==> config.mk <==
export PLATFORM = sky130hd
export DESIGN_NAME = integ_timing_ctrl
export DESIGN_NICKNAME = d
export VERILOG_FILES = /design/src/rtl/itc_pkg.sv /design/src/rtl/itc_clkgen.sv /design/src/rtl/itc_cycle.sv /design/src/rtl/itc_xmit.sv /design/src/rtl/integ_timing_ctrl.sv
export SDC_FILE = /design/constraint.sdc
export NUM_CORES = 1
export LEC_CHECK = 0
export BUFFER_PORTS_ARGS = -buffer_cell sky130_fd_sc_hd__buf_2
export CORE_MARGIN = 2
export CORE_UTILIZATION = 52
export DETAILED_ROUTE_END_ITERATION = 8
export GPL_ROUTABILITY_DRIVEN = 0
export PLACE_DENSITY = 0.73
export SLEW_MARGIN = 20
export SYNTH_ARGS = -nofsm -noshare
export SYNTH_HDL_FRONTEND = slang
export SYNTH_HIERARCHICAL = 1
export SYNTH_SLANG_ARGS = --single-unit
==> constraint.sdc <==
create_clock -name clk -period 6.5 [get_ports clk]
set_input_delay 1.3 -clock clk [delete_from_list [all_inputs] [get_ports clk]]
set_output_delay 1.3 -clock clk [all_outputs]
set_load 0.02 [all_outputs]
==> src/rtl/itc_pkg.sv <==
package itc_pkg;

    // System clock = master / 2**SYS_DIV_LOG2
    localparam int SYS_DIV_LOG2 = 3;
    // Data clock rates: master / 2**(NUM_RATES - sel)
    localparam int NUM_RATES    = 4;
    localparam int SEL_W        = $clog2(NUM_RATES);
    localparam int WORD_BITS    = 24;

    typedef enum logic [1:0] {
        XS_IDLE = 2'd0,
        XS_WAIT = 2'd1,
        XS_SEND = 2'd2
    } xmit_state_e;

    typedef struct packed {
        logic sys;        // system clock level
        logic sys_tick;   // last master cycle of a system period
        logic data;       // data clock level
        logic data_tick;  // last master cycle of a data period
    } clk_bus_t;

    function automatic logic [31:0] floor_at(input logic [31:0] v, input logic [31:0] lo);
        return (v < lo) ? lo : v;
    endfunction

endpackage

==> src/rtl/itc_clkgen.sv <==
module itc_clkgen
    import itc_pkg::*;
(
    input  logic             clk,
    input  logic             rst,
    input  logic [SEL_W-1:0] rate_sel,
    output clk_bus_t         ck
);

    logic [NUM_RATES-1:0] div_q;
    logic [NUM_RATES-1:0] rate_lvl;
    logic [NUM_RATES-1:0] rate_end;

    always_ff @(posedge clk) begin
        if (rst) div_q <= '0;
        else     div_q <= div_q + 1'b1;
    end

    // one rate per select code, slowest first
    for (genvar g = 0; g < NUM_RATES; g++) begin : g_rate
        assign rate_lvl[g] = div_q[NUM_RATES-1-g];
        assign rate_end[g] = &div_q[NUM_RATES-1-g:0];
    end

    always_comb begin
        ck.sys       = div_q[SYS_DIV_LOG2-1];
        ck.sys_tick  = &div_q[SYS_DIV_LOG2-1:0];
        ck.data      = rate_lvl[rate_sel];
        ck.data_tick = rate_end[rate_sel];
    end

    AST_SYS_FALLS_AFTER_TICK: assert property (@(posedge clk) disable iff (rst)
        ck.sys_tick |=> (!ck.sys && $past(ck.sys)));

    AST_DATA_FALLS_AFTER_TICK: assert property (@(posedge clk) disable iff (rst)
        (ck.data_tick && $stable(rate_sel)) |=> ($stable(rate_sel) -> !ck.data));

endmodule

==> src/rtl/itc_cycle.sv <==
module itc_cycle
    import itc_pkg::*;
#(
    parameter int CYC_W = 16
) (
    input  logic             clk,
    input  logic             rst,
    input  logic             sys_tick,
    input  logic             trig_mode,
    input  logic [CYC_W-1:0] cyc_len,
    input  logic             ext_trig,
    output logic             strobe,
    output logic             cyc_start
);

    logic             active_q;
    logic             pend_q;
    logic             strobe_q;
    logic [CYC_W-1:0] cnt_q;
    logic [CYC_W-1:0] len_eff;
    logic             last_sys;
    logic             want;
    logic             cyc_done;

    always_comb begin
        len_eff   = CYC_W'(floor_at(32'(cyc_len), 32'd2));
        last_sys  = (cnt_q == len_eff - 1'b1);
        cyc_done  = active_q && last_sys;
        want      = !trig_mode || pend_q || ext_trig;
        cyc_start = sys_tick && ((!active_q && want) || (cyc_done && !trig_mode));
    end

    always_ff @(posedge clk) begin
        if (rst) begin
            active_q <= 1'b0;
            pend_q   <= 1'b0;
            strobe_q <= 1'b0;
            cnt_q    <= '0;
        end else begin
            // a trigger is only remembered while no cycle is active
            if (cyc_start)                 pend_q <= 1'b0;
            else if (ext_trig && !active_q) pend_q <= 1'b1;

            if (sys_tick) begin
                strobe_q <= cyc_start;
                if (cyc_start) begin
                    active_q <= 1'b1;
                    cnt_q    <= '0;
                end else if (active_q) begin
                    if (last_sys) active_q <= 1'b0;
                    else          cnt_q    <= cnt_q + 1'b1;
                end
            end
        end
    end

    assign strobe = strobe_q;

    AST_STROBE_ONLY_ON_SYS_EDGE: assert property (@(posedge clk) disable iff (rst)
        !$past(sys_tick) |-> $stable(strobe_q));

    AST_STROBE_ONE_SYS_WIDE: assert property (@(posedge clk) disable iff (rst)
        (sys_tick && strobe_q) |=> !strobe_q);

    AST_TRIG_NEEDED: assert property (@(posedge clk) disable iff (rst)
        ($rose(strobe_q) && trig_mode && $past(trig_mode)) |-> $past(pend_q || ext_trig));

    AST_NO_RESTART_WHILE_ACTIVE: assert property (@(posedge clk) disable iff (rst)
        (trig_mode && active_q && sys_tick) |=> !strobe_q);

endmodule

==> src/rtl/itc_xmit.sv <==
module itc_xmit
    import itc_pkg::*;
#(
    parameter int DLY_W  = 16,
    parameter int CNT_W  = 8,
    parameter int NDEV_W = 6
) (
    input  logic              clk,
    input  logic              rst,
    input  logic              sys_tick,
    input  logic              data_tick,
    input  logic              cyc_start,
    input  logic [DLY_W-1:0]  cfg_delay,
    input  logic [CNT_W-1:0]  cfg_acq,
    input  logic [CNT_W-1:0]  cfg_smp,
    input  logic [NDEV_W-1:0] cfg_ndev,
    output logic              xmit_en
);

    localparam int SUM_W = CNT_W + 1;
    localparam int EFF_W = (DLY_W > SUM_W) ? DLY_W : SUM_W;
    localparam int WIN_W = NDEV_W + $clog2(WORD_BITS);

    xmit_state_e      state_q;
    logic [EFF_W-1:0] rem_q;
    logic [WIN_W-1:0] bit_q;
    logic [SUM_W-1:0] floor_cnt;
    logic [EFF_W-1:0] eff_delay;
    logic [WIN_W-1:0] total;
    logic             expire;

    always_comb begin
        floor_cnt = SUM_W'(cfg_acq) + SUM_W'(cfg_smp);
        eff_delay = (EFF_W'(cfg_delay) > EFF_W'(floor_cnt)) ? EFF_W'(cfg_delay) : EFF_W'(floor_cnt);
        total     = WIN_W'(floor_at(32'(cfg_ndev), 32'd1)) * WIN_W'(WORD_BITS);
        expire    = (rem_q == '0) || (sys_tick && rem_q == EFF_W'(1));
    end

    always_ff @(posedge clk) begin
        if (rst) begin
            state_q <= XS_IDLE;
            rem_q   <= '0;
            bit_q   <= '0;
        end else if (cyc_start) begin
            bit_q <= '0;
            rem_q <= eff_delay;
            state_q <= (eff_delay == '0 && data_tick) ? XS_SEND : XS_WAIT;
        end else begin
            unique case (state_q)
                XS_WAIT: begin
                    if (expire && data_tick) begin
                        state_q <= XS_SEND;
                        bit_q   <= '0;
                    end else if (sys_tick && rem_q != '0) begin
                        rem_q <= rem_q - 1'b1;
                    end
                end
                XS_SEND: begin
                    if (data_tick) begin
                        if (bit_q == total - 1'b1) state_q <= XS_IDLE;
                        else                       bit_q   <= bit_q + 1'b1;
                    end
                end
                default: state_q <= XS_IDLE;
            endcase
        end
    end

    assign xmit_en = (state_q == XS_SEND);

    AST_XMIT_ON_DATA_EDGE: assert property (@(posedge clk) disable iff (rst)
        $rose(xmit_en) |-> ($past(data_tick) || $past(cyc_start)));

    AST_WINDOW_BOUND: assert property (@(posedge clk) disable iff (rst)
        (state_q == XS_SEND) |-> (bit_q < total));

    AST_WAIT_NOT_ABOVE_DELAY: assert property (@(posedge clk) disable iff (rst)
        ((state_q == XS_WAIT) && $stable(eff_delay)) |-> (rem_q <= eff_delay));

endmodule

==> src/rtl/integ_timing_ctrl.sv <==
module integ_timing_ctrl
    import itc_pkg::*;
#(
    parameter int CYC_W  = 16,
    parameter int DLY_W  = 16,
    parameter int CNT_W  = 8,
    parameter int NDEV_W = 6
) (
    input  logic              clk,
    input  logic              rst,
    input  logic              cfg_trig_mode,
    input  logic [CYC_W-1:0]  cfg_cycle_len,
    input  logic [1:0]        cfg_rate_sel,
    input  logic [DLY_W-1:0]  cfg_xmit_delay,
    input  logic [CNT_W-1:0]  cfg_acq_cnt,
    input  logic [CNT_W-1:0]  cfg_smp_cnt,
    input  logic [NDEV_W-1:0] cfg_num_dev,
    input  logic              ext_trig,
    output logic              sys_clk,
    output logic              data_clk,
    output logic              cycle_strobe,
    output logic              xmit_en
);

    clk_bus_t ck;
    logic     cyc_start;

    itc_clkgen u_clkgen (
        .clk      (clk),
        .rst      (rst),
        .rate_sel (SEL_W'(cfg_rate_sel)),
        .ck       (ck)
    );

    itc_cycle #(.CYC_W(CYC_W)) u_cycle (
        .clk       (clk),
        .rst       (rst),
        .sys_tick  (ck.sys_tick),
        .trig_mode (cfg_trig_mode),
        .cyc_len   (cfg_cycle_len),
        .ext_trig  (ext_trig),
        .strobe    (cycle_strobe),
        .cyc_start (cyc_start)
    );

    itc_xmit #(.DLY_W(DLY_W), .CNT_W(CNT_W), .NDEV_W(NDEV_W)) u_xmit (
        .clk       (clk),
        .rst       (rst),
        .sys_tick  (ck.sys_tick),
        .data_tick (ck.data_tick),
        .cyc_start (cyc_start),
        .cfg_delay (cfg_xmit_delay),
        .cfg_acq   (cfg_acq_cnt),
        .cfg_smp   (cfg_smp_cnt),
        .cfg_ndev  (cfg_num_dev),
        .xmit_en   (xmit_en)
    );

    assign sys_clk  = ck.sys;
    assign data_clk = ck.data;

    AST_STROBE_STARTS_LOW_SYS: assert property (@(posedge clk) disable iff (rst)
        $rose(cycle_strobe) |-> !sys_clk);

endmodule

==> results of run 1 <==
metal layers:
layer | vias up | wire [µm] | global-route usage, %
met5 | - | 0 | 0
met4 | 0 | 230 | 7.38
met3 | 21 | 518 | 3.51
met2 | 140 | 5540 | 41.4
met1 | 2148 | 5060 | 27.7
li1 | 2359 | - | -
synthesized netlist by cell type, types with 3 or more instances:
cell type  count  share of area (%)
a21oi_1       53                5.6
a211o_1        3               0.55
nor2_1        54                4.3
o21ai_0       29                3.1
or4b_1         3               0.63
nand2_1       39                3.1
or3_1         23                3.0
xor2_1        21                3.9
or4_4          4               0.95
o31ai_1        5               0.79
nand4_1       13                1.7
o31a_1         3               0.55
clkbuf_1      15                1.2
buf_2          5               0.53
a31o_2         4               0.74
nand3_1       23                2.4
a21o_1         4               0.63
xnor2_1       27                5.0
mux2i_1       12                2.5
dfxtp_1       52                 22
and3_1         5               0.66
ha_1          31                8.2
nor3_1        26                2.7
buf_4          3               0.47
nor4_1        10                1.3
inv_1         32                2.5
nand4b_1       5               0.92
nand2b_1       6               0.79
or3b_2         3               0.55
a211oi_1      13                2.1
o21a_1         7                1.1
or4_1          8                1.3
nor3b_1        4               0.63
o211ai_1       3               0.47
nor4b_1        6                1.1
o22ai_1        3               0.40
nor2b_1       10                1.3
a31oi_1        3               0.40
worst min path at each step:
stage | startpoint | end | slack [ns] | cells after the start
6_report | u_cycle/pend_q | u_cycle/pend_q | 0.47 | 2
3_3_place_gp | u_cycle/pend_q | u_cycle/pend_q | 0.45 | 2
4_1_cts | u_cycle/pend_q | u_cycle/pend_q | 0.48 | 2
2_1_floorplan | u_cycle/pend_q | u_cycle/pend_q | 0.44 | 2
5_1_grt | u_cycle/pend_q | u_cycle/pend_q | 0.51 | 2
3_5_place_dp | u_cycle/pend_q | u_cycle/pend_q | 0.46 | 2
flip-flops by register name, indices dropped and copies added (netlist names):
name              cells
u_cycle/cnt_q        16
u_xmit/rem_q         16
u_xmit/bit_q         11
u_clkgen/div_q        4
u_xmit/state_q        2
u_cycle/active_q      1
u_cycle/pend_q        1
u_cycle/strobe        1
critical path: stages:
cell and delay (ns):
buf_2 0.14, nor4_2 0.49, nand2_2 0.13, o41ai_2 0.39, ha_1 0.27, or4b_1 0.58
or4_1 0.51, o22ai_1 0.18, nor3_2 0.07, nor4_2 0.33, a31oi_1 0.24, nor2_2 0.12
buf_4 0.28, nand2_1 0.09, a211oi_1 0.30, a221o_1 0.19
power groups by stage:
stage	registers, mW	logic, mW	clock network (mW)
global placement	0.331	0.176	0
finish	0.324	0.186	0.220
detailed placement	0.331	0.185	0
CTS	0.323	0.186	0.229
global route	0.324	0.208	0.241
floorplan	0.330	0.131	0
cell type report:
cell class | count | area share [%]
Sequential cell | 52 | 20.1
Clock buffer | 5 | 1.33
Clock inverter | 3 | 0.820
Timing Repair Buffer | 64 | 6.22
Tap cell | 108 | 2.60
Multi-Input combinational cell | 507 | 66.6
Inverter | 33 | 2.39
logic make-up after synthesis:
group / after synthesis / share of synthesized area, %
muxes: 14 / 3.24
AOI/OAI and AO/OA: 150 / 20.3
and+or+nand+nor: 262 / 31.2
buffers and inverters: 59 / 5.35
DFF: 52 / 21.9
adders and majority gates: 32 / 8.59
xor gates and xnor gates: 49 / 9.36
==> metrics.txt, run 1 <==
first-pass GRT wire length=approximately 19000 µm; initial core utilization=~54%; r2r setup slk=around 3.1 ns; commonest non-fill, non-tap cell in the layout=buf_2; Synth Register Bits=52; Syn. warnings=6; worst-margin pin slew=just over 0.8 ns; crit path launch type=primary input; depth of the worst register-to-register path=11; Critical Path Sink=u_xmit/state_q[1]; Rel. slew slack=45.0%; drt first-iter violations=~180; Final Power=approximately 730 µW; PostCTS Resize Cnt=0; critical path data arrival time=~5.7 ns; Post-CTS Setup Inserts=0; NetSw=215 µW; Mapped Nets=roughly 700; vias per cell=a little over 6; dpl hpwl=around 9000 µm; Multi-input gate area=approximately 0.0035 mm²; Place WS=just over 0.8 ns; Sw Ratio=29.4%; Final ANT Viol Nets=0; core area=about 0.0088 mm²; cell area power density=~140 mW/mm²; Final Instance Area=around 0.0052 mm²; vias in the first global route=roughly 4400; critical setup path kind=in2reg; status=finished, final reports clean; leak pwr=just over 2 nW; CP max FO=27; worst min path class=reg2reg; Mapped Cells=slightly above 600; CP Launch Point=cfg_cycle_len[7]; hold_buf cts=0; n_diodes=0; vias post-DR=~4700; Netlist cell types=77; Max Slew Vio Count=0; FF/Latch Area=~0.0010 mm²; commonest cells after routing, fill and taps aside=buf_2 (63), a21oi_1 (53), nor2_1 (53), dfxtp_1 (52), nand2_1 (39); Post-Layout Cell Count=roughly 770; die area=between 0.009 and 0.01 mm²; worst r2r src=u_clkgen/div_q[0]; Final Cycle Share=between 80 and 90%; Crit. End Element=flip-flop; TritonCTS Buffers=5; I/O Buffers=63; Worst VDD drop=0.0836 mV; placed cell areas=0.00508 mm²; Post-synth EDFFs=0; Clk pwr share=a little under a third; nets=between 700 and 800; Sequential Power Share=between 40% and 50%; Die X=about 100 µm; Hold Fails Final Rpt=0; Site Rows=34; Clock Tree Buf Depth=2; Hold Slack=between 0.4 and 0.5 ns; skew final=just over 0.009 ns; Setup violations, final=0; io pins=64; wire per inst=14.7 µm; routed wire length=11300 µm; CTS Sinks=52; largest net degree at the start of global routing=31; H-tree depth=2; GRT overflow=0; total internal power=slightly above 500 µW; max_cap viols=0; CTS tree=done; die boundary height=between 90 and 100 µm; initial antenna violation count=0; Total Routing Usage GR=a little under a quarter; final worst setup slack=around 1.1 ns; First-pass DRT Iterations=5; Async SR Flop Fraction=0%; fin crit period=5.40 ns; RSZ-0062 raised after global routing=false; Most used DFF post-synth=dfxtp_1; r2r endpoint=u_xmit/bit_q[8]; area growth from synthesis to layout=9.30%; root buffer cell=clkbuf_8; final core occ=58.9%; drt drc=0; Clock Latency Late Sink=approximately 0.31 ns; Worst Path Required=just under 7 ns; Synth Cell Area=about 0.0047 mm²; f_max=about 0.19 GHz; Placed Cells=between 700 and 800; post-route setup TNS=0 ns; sequential cell area fraction in the yosys report=approximately 22%; share of layout cells above drive strength 1=15.5%; synthesized area per cell=~7.7 µm²; Filler Cells Inserted=between 800 and 900; CTS clk-pin slew, worst paths=approximately 0.090 ns; combinational fraction of design power=25.5%
Power figures use the tool's default switching activity.
==> inputs of run 2 (changes only) <==
Settings changed: PLACE_DENSITY 0.73 to 0.76.
Clock period 6.5 ns to 4.4 ns, I/O delays scaled along.
==> metrics.txt, run 2 (synthesized netlist as in run 1, its figures left out) <==
status=finished, final reports clean; fin crit period=4.28 ns; drt first-iter violations=163 (-8.9%); I/O Buffers=63 (unchanged); First-pass DRT Iterations=4 (-1); critical path data arrival time=4.44 ns (-1.21 ns); CTS clk-pin slew, worst paths=0.10 ns (about the same); Hold Fails Final Rpt=0 (unchanged); post-route setup TNS=0 ns (unchanged); share of layout cells above drive strength 1=24.7% (+9.2 points); nets=812 (+7.5%); wire per inst=14.2 µm (-3.1%); Clock Latency Late Sink=0.31 ns (about the same); skew final=0.0181 ns (+0.00886 ns); routed wire length=11800 µm (+4.0%); largest net degree at the start of global routing=31 (unchanged); GRT overflow=0 (unchanged); H-tree depth=2 (unchanged); Final Power=1.08 mW (+48%); Crit. End Element=flip-flop; commonest cells after routing, fill and taps aside=buf_2 (63), buf_4 (54), a21oi_1 (52), nor2_1 (52), dfxtp_1 (52); Max stage delay on crit path=0.55 ns (-0.03 ns); worst min path class=reg2reg; worst-margin pin slew=0.611 ns (-0.214 ns); CTS Sinks=52 (unchanged); Setup violations, final=0 (unchanged); initial core utilization=53.9% (unchanged); Final ANT Viol Nets=0 (unchanged); n_diodes=0 (unchanged); crit path launch type=primary input; CP max FO=8 (-70%); hold_buf cts=0 (unchanged); io pins=64 (unchanged); area growth from synthesis to layout=20.8%; Site Rows=34 (unchanged); Die X=99.5 µm (unchanged); max_cap viols=0 (unchanged); die boundary height=99.5 µm (unchanged); dpl hpwl=9440 µm (+5.3%); die area=0.00991 mm² (unchanged); Rel. slew slack=59.0% (+14 points); Placed Cells=819 (+7.2%); Final Cycle Share=97.2%; TritonCTS Buffers=5 (unchanged); commonest non-fill, non-tap cell in the layout=buf_2; Post-Layout Cell Count=829 (+7.4%); CTS tree=done; core area=0.00881 mm² (unchanged); f_max=0.234 GHz; crit path cell chain=buf_2 > or4_4 > o41ai_4 > ha_2 > or4b_4 > or3_4 > a21oi_2 > nand4bb_1 > nor4_2 > a31oi_2 > nor2_2 > buf_6 > nand2_1 > a211oi_2 > nor3_1; drt drc=0 (unchanged); initial antenna violation count=0 (unchanged); root buffer cell=clkbuf_8; Max Slew Vio Count=0 (unchanged); Worst Path Required=4.56 ns (-2.19 ns); critical setup path kind=in2reg; Final Instance Area=0.00573 mm² (+11%); Total Routing Usage GR=24.2% (+1.3 points); vias post-DR=4970 (+6.5%); vias per cell=6.00 (-0.85%); vias in the first global route=4811 (+9.6%); Crit-path slowest cell=or4_4; Worst VDD drop=0.125 mV (+50%); placed cell areas=0.00554 mm² (+9.2%); cell area power density=189 mW/mm² (+34%); Clock Tree Buf Depth=2 (unchanged); RSZ-0062 raised after global routing=true; leak pwr=2.36 nW (+15%); first-pass GRT wire length=20300 µm (+6.0%); top flop regs=u_cycle/cnt_q: 16 flops, u_xmit/rem_q: 16 flops, u_xmit/bit_q: 11 flops; Hold Slack=0.488 ns (+0.0134 ns)
run 2: changes by cell type in the layout (fill, tap and decap cells not counted), sizes merged:
cell | before | now
clkinv | 1 | 2
clkinvlp | 1 | 0
buf | 64 | 121
inv | 33 | 34
bufinv | 1 | 0
run 2: report_power, final:
part	switching [mW]	internal, mW
registers	0.00377	0.474
logic	0.169	0.157
clock network	0.163	0.114
run 2: critical path, delay by kind of cell:
| family | cells | cell delay [ns] |
|---|---|---|
| AO/OA/AOI/OAI | 4 | 0.82 |
| buffers and inverters | 2 | 0.25 |
| AND/OR/NAND/NOR | 8 | 2.25 |
| adder cells (fa/ha/maj) | 1 | 0.24 |
run 2: worst paths after layout:
check,depth (start not counted),slack (ns),start,endpoint
worst max-delay path,15,0.12,cfg_cycle_len[14],u_xmit/state_q[0]
worst min-delay path,2,0.49,u_cycle/pend_q,u_cycle/pend_q
worst max register to register,11,1.13,u_clkgen/div_q[0],u_xmit/bit_q[8]
worst min register to register,2,0.49,u_cycle/pend_q,u_cycle/pend_q
run 2: what timing repair did:
action / CTS / global route
resized for setup: 3 / 17
pin swaps: 5 / 2
setup endpoints to repair: 20 / 41
setup buffers: 0 / 2
run 2: final cells by class:
cell class / count / area, µm²
Multi-Input combinational cell: 507 / 3550
Tap cell: 108 / 135
Clock inverter: 3 / 22.5
Fill cell: 767 / 3070
Sequential cell: 52 / 1040
Inverter: 33 / 126
Timing Repair Buffer: 121 / 787
Clock buffer: 5 / 68.8
run 2: through the flow:
stage	worst slack, ns	utilization, %
6_report	0.122	65.1
5_1_grt	-0.0486	65.1
4_1_cts	0.0144	64.1
3_5_place_dp	-0.413	62.9
3_3_place_gp	-0.276	62.9
2_1_floorplan	-0.150	-
run 2: per-layer routing:
layer,track usage [%],part of all wire (%)
met5,0,0
met4,7.17,1.8
met3,3.16,4.0
met2,44.9,50
met1,29.1,44
==> inputs of run 3 (changes only) <==
Settings changed: PLACE_DENSITY 0.76 to default, PLACE_DENSITY_LB_ADDON from default to 0.2, TNS_END_PERCENT from default to 5.
==> metrics.txt, run 3 (synthesized netlist as in run 1, its figures left out) <==
FF/Latch Area=0.00104 mm² (unchanged); area growth from synthesis to layout=22.6%; final core occ=66.1% (+0.98 points); initial core utilization=53.9% (unchanged); Filler Cells Inserted=785 (+2.3%); critical setup path kind=in2reg; Sw Ratio=31.1% (+0.032 points); r2r setup slk=1.15 ns (+0.02 ns); commonest cells after routing, fill and taps aside=buf_2 (61), buf_4 (59), a21oi_1 (52), nor2_1 (52), dfxtp_1 (52); hold_buf cts=0 (unchanged); Multi-input gate area=0.00357 mm² (+0.49%); nets=817 (+0.62%); Crit-path slowest cell=or4_4; share of layout cells above drive strength 1=25.5% (+0.79 points); Worst Path Buf+Inv=2 (unchanged); TritonCTS Buffers=5 (unchanged); RSZ-0062 raised after global routing=true; post-route setup TNS=0 ns (unchanged); H-tree depth=2 (unchanged); critical path data arrival time=4.61 ns (+0.17 ns); routed wire length=11900 µm (+0.36%); status=finished, final reports clean; Max stage delay on crit path=0.55 ns (about the same); Worst Hold Launch=u_clkgen/div_q[0]; Clk pwr share=27.5% (+1.9 points); Site Rows=34 (unchanged); placed cell areas=0.00555 mm² (about the same); Max Slew Vio Count=0 (unchanged); drt drc=0 (unchanged); Clock Latency Late Sink=0.32 ns (about the same); drt first-iter violations=238 (+46%); GRT overflow=0 (unchanged); first-pass GRT wire length=20200 µm (-0.54%); vias post-DR=4933 (-0.74%); Rel. slew slack=60.1% (+1.1 points); Setup violations, final=0 (unchanged); worst-margin pin slew=0.599 ns (-0.0120 ns); Total Routing Usage GR=24.1% (-0.18 points); Worst VDD drop=0.141 mV (+13%); initial antenna violation count=0 (unchanged); First-pass DRT Iterations=4 (unchanged); I/O Buffers=63 (unchanged); Hold Fails Final Rpt=0 (unchanged); crit path launch type=primary input; die boundary height=99.5 µm (unchanged); f_max=0.231 GHz (-1.3%); vias in the first global route=4813 (+0.042%); total internal power=762 µW (+2.2%); worst r2r src=u_clkgen/div_q[0]; Top cell by count, worst path=buf_6; Worst Path Required=4.67 ns (+0.11 ns); CTS Sinks=52 (unchanged); n_diodes=0 (unchanged); io pins=64 (unchanged); CTS clk-pin slew, worst paths=0.11 ns (about the same); max_cap viols=0 (unchanged); CP max FO=7 (-1); Final Instance Area=0.00582 mm² (+1.5%); core area=0.00881 mm² (unchanged); Crit. End Element=flip-flop; Die X=99.5 µm (unchanged); worst min path class=reg2reg; Sequential Power Share=43.2% (-1.0 points); Clock Tree Buf Depth=2 (unchanged); NetSw=344 µW (+2.4%); skew final=0.0195 ns (+0.00141 ns); die area=0.00991 mm² (unchanged); dpl hpwl=9340 µm (-1.0%); WHS Endpoint=u_clkgen/div_q[0]; combinational fraction of design power=29.3% (-0.9 points); largest net degree at the start of global routing=31 (unchanged); r2r endpoint=u_xmit/bit_q[7]; wire per inst=14.2 µm (-0.24%); leak pwr=2.40 nW (+1.5%); fin crit period=4.34 ns (+0.0579 ns); top flop regs=u_cycle/cnt_q: 16 flops, u_xmit/rem_q: 16 flops, u_xmit/bit_q: 11 flops; cell area power density=190 mW/mm² (+0.77%); depth of the worst register-to-register path=12 (+1); Final Cycle Share=98.5% (+1.3 points); CP delay by family, top=simple AND/OR/NAND/NOR gates; worst hold stages=1 (-1); vias per cell=5.91 (-1.3%); CTS tree=done; Final ANT Viol Nets=0 (unchanged); root buffer cell=clkbuf_8; crit path cell chain=buf_6 > or4_4 > o41ai_4 > ha_2 > or4b_4 > or3_4 > a21oi_2 > nand4bb_1 > nor4_4 > a31oi_2 > nor2_2 > buf_6 > nand2_2 > a211oi_2 > a221o_1; commonest non-fill, non-tap cell in the layout=buf_2
[run 3: cell types whose count changed in the layout (fill, tap and decap cells not counted), moves of 2 or more]
cell / previous run / this run
a211oi_1: 11 / 7
buf_2: 63 / 61
a211oi_2: 2 / 6
buf_6: 1 / 3
buf_4: 54 / 59
[run 3: stage by stage]
stage               hold WS (ns)  total power, mW  cells  setup WS (ns)
global route               0.534             1.17    834        -0.0553
global placement           0.450            0.790    820         -0.268
CTS                        0.489             1.11    829         0.0562
finish                     0.484             1.11    834         0.0638
detailed placement         0.463            0.802    820         -0.430
floorplan                  0.437            0.682    618         -0.151
[run 3: how the worst max path moves through the flow]
stage | from | end | slack (ns) | cells after the start
5_1_grt | cfg_cycle_len[12] | u_xmit/state_q[0] | -0.06 | 15
3_3_place_gp | cfg_cycle_len[14] | u_xmit/bit_q[3] | -0.27 | 16
4_1_cts | cfg_cycle_len[7] | u_xmit/rem_q[6] | 0.06 | 16
6_report | cfg_cycle_len[12] | u_xmit/state_q[1] | 0.06 | 15
3_5_place_dp | cfg_cycle_len[14] | u_xmit/bit_q[3] | -0.43 | 16
2_1_floorplan | cfg_cycle_len[14] | u_xmit/state_q[1] | -0.15 | 15
[run 3: what timing repair did]
item,4_1_cts,5_1_grt
gates resized for setup,3,25
buffers inserted,1,5
pin swaps,4,13
cloned,0,0
endpoints found under the setup margin,24,42
[run 3: cell type report]
class                      count  share of cell area, %
clock buffer                   6                   1.42
clock inverter                 2                  0.301
inverter                      33                   2.26
multi-input combinational    507                   61.3
sequential                    52                   17.9
tap                          108                   2.32
timing repair buffer         126                   14.5
[run 3: power by group through the flow]
stage | Combinational (mW) | Sequential, mW | Clock [mW]
detailed placement | 0.313 | 0.489 | 0
global route | 0.362 | 0.479 | 0.334
floorplan | 0.194 | 0.488 | 0
finish | 0.324 | 0.478 | 0.305
global placement | 0.301 | 0.489 | 0
CTS | 0.315 | 0.478 | 0.313
[run 3: layer usage]
| layer | part of all wire [%] | vias up | routed length (µm) | GRT usage, % |
|---|---|---|---|---|
| li1 | - | 2489 | - | - |
| met4 | 2.1 | 0 | 246 | 9.06 |
| met2 | 50 | 101 | 5970 | 43.6 |
| met1 | 43 | 2318 | 5150 | 28.5 |
| met3 | 4.1 | 25 | 487 | 3.72 |
| met5 | 0 | - | 0 | 0 |
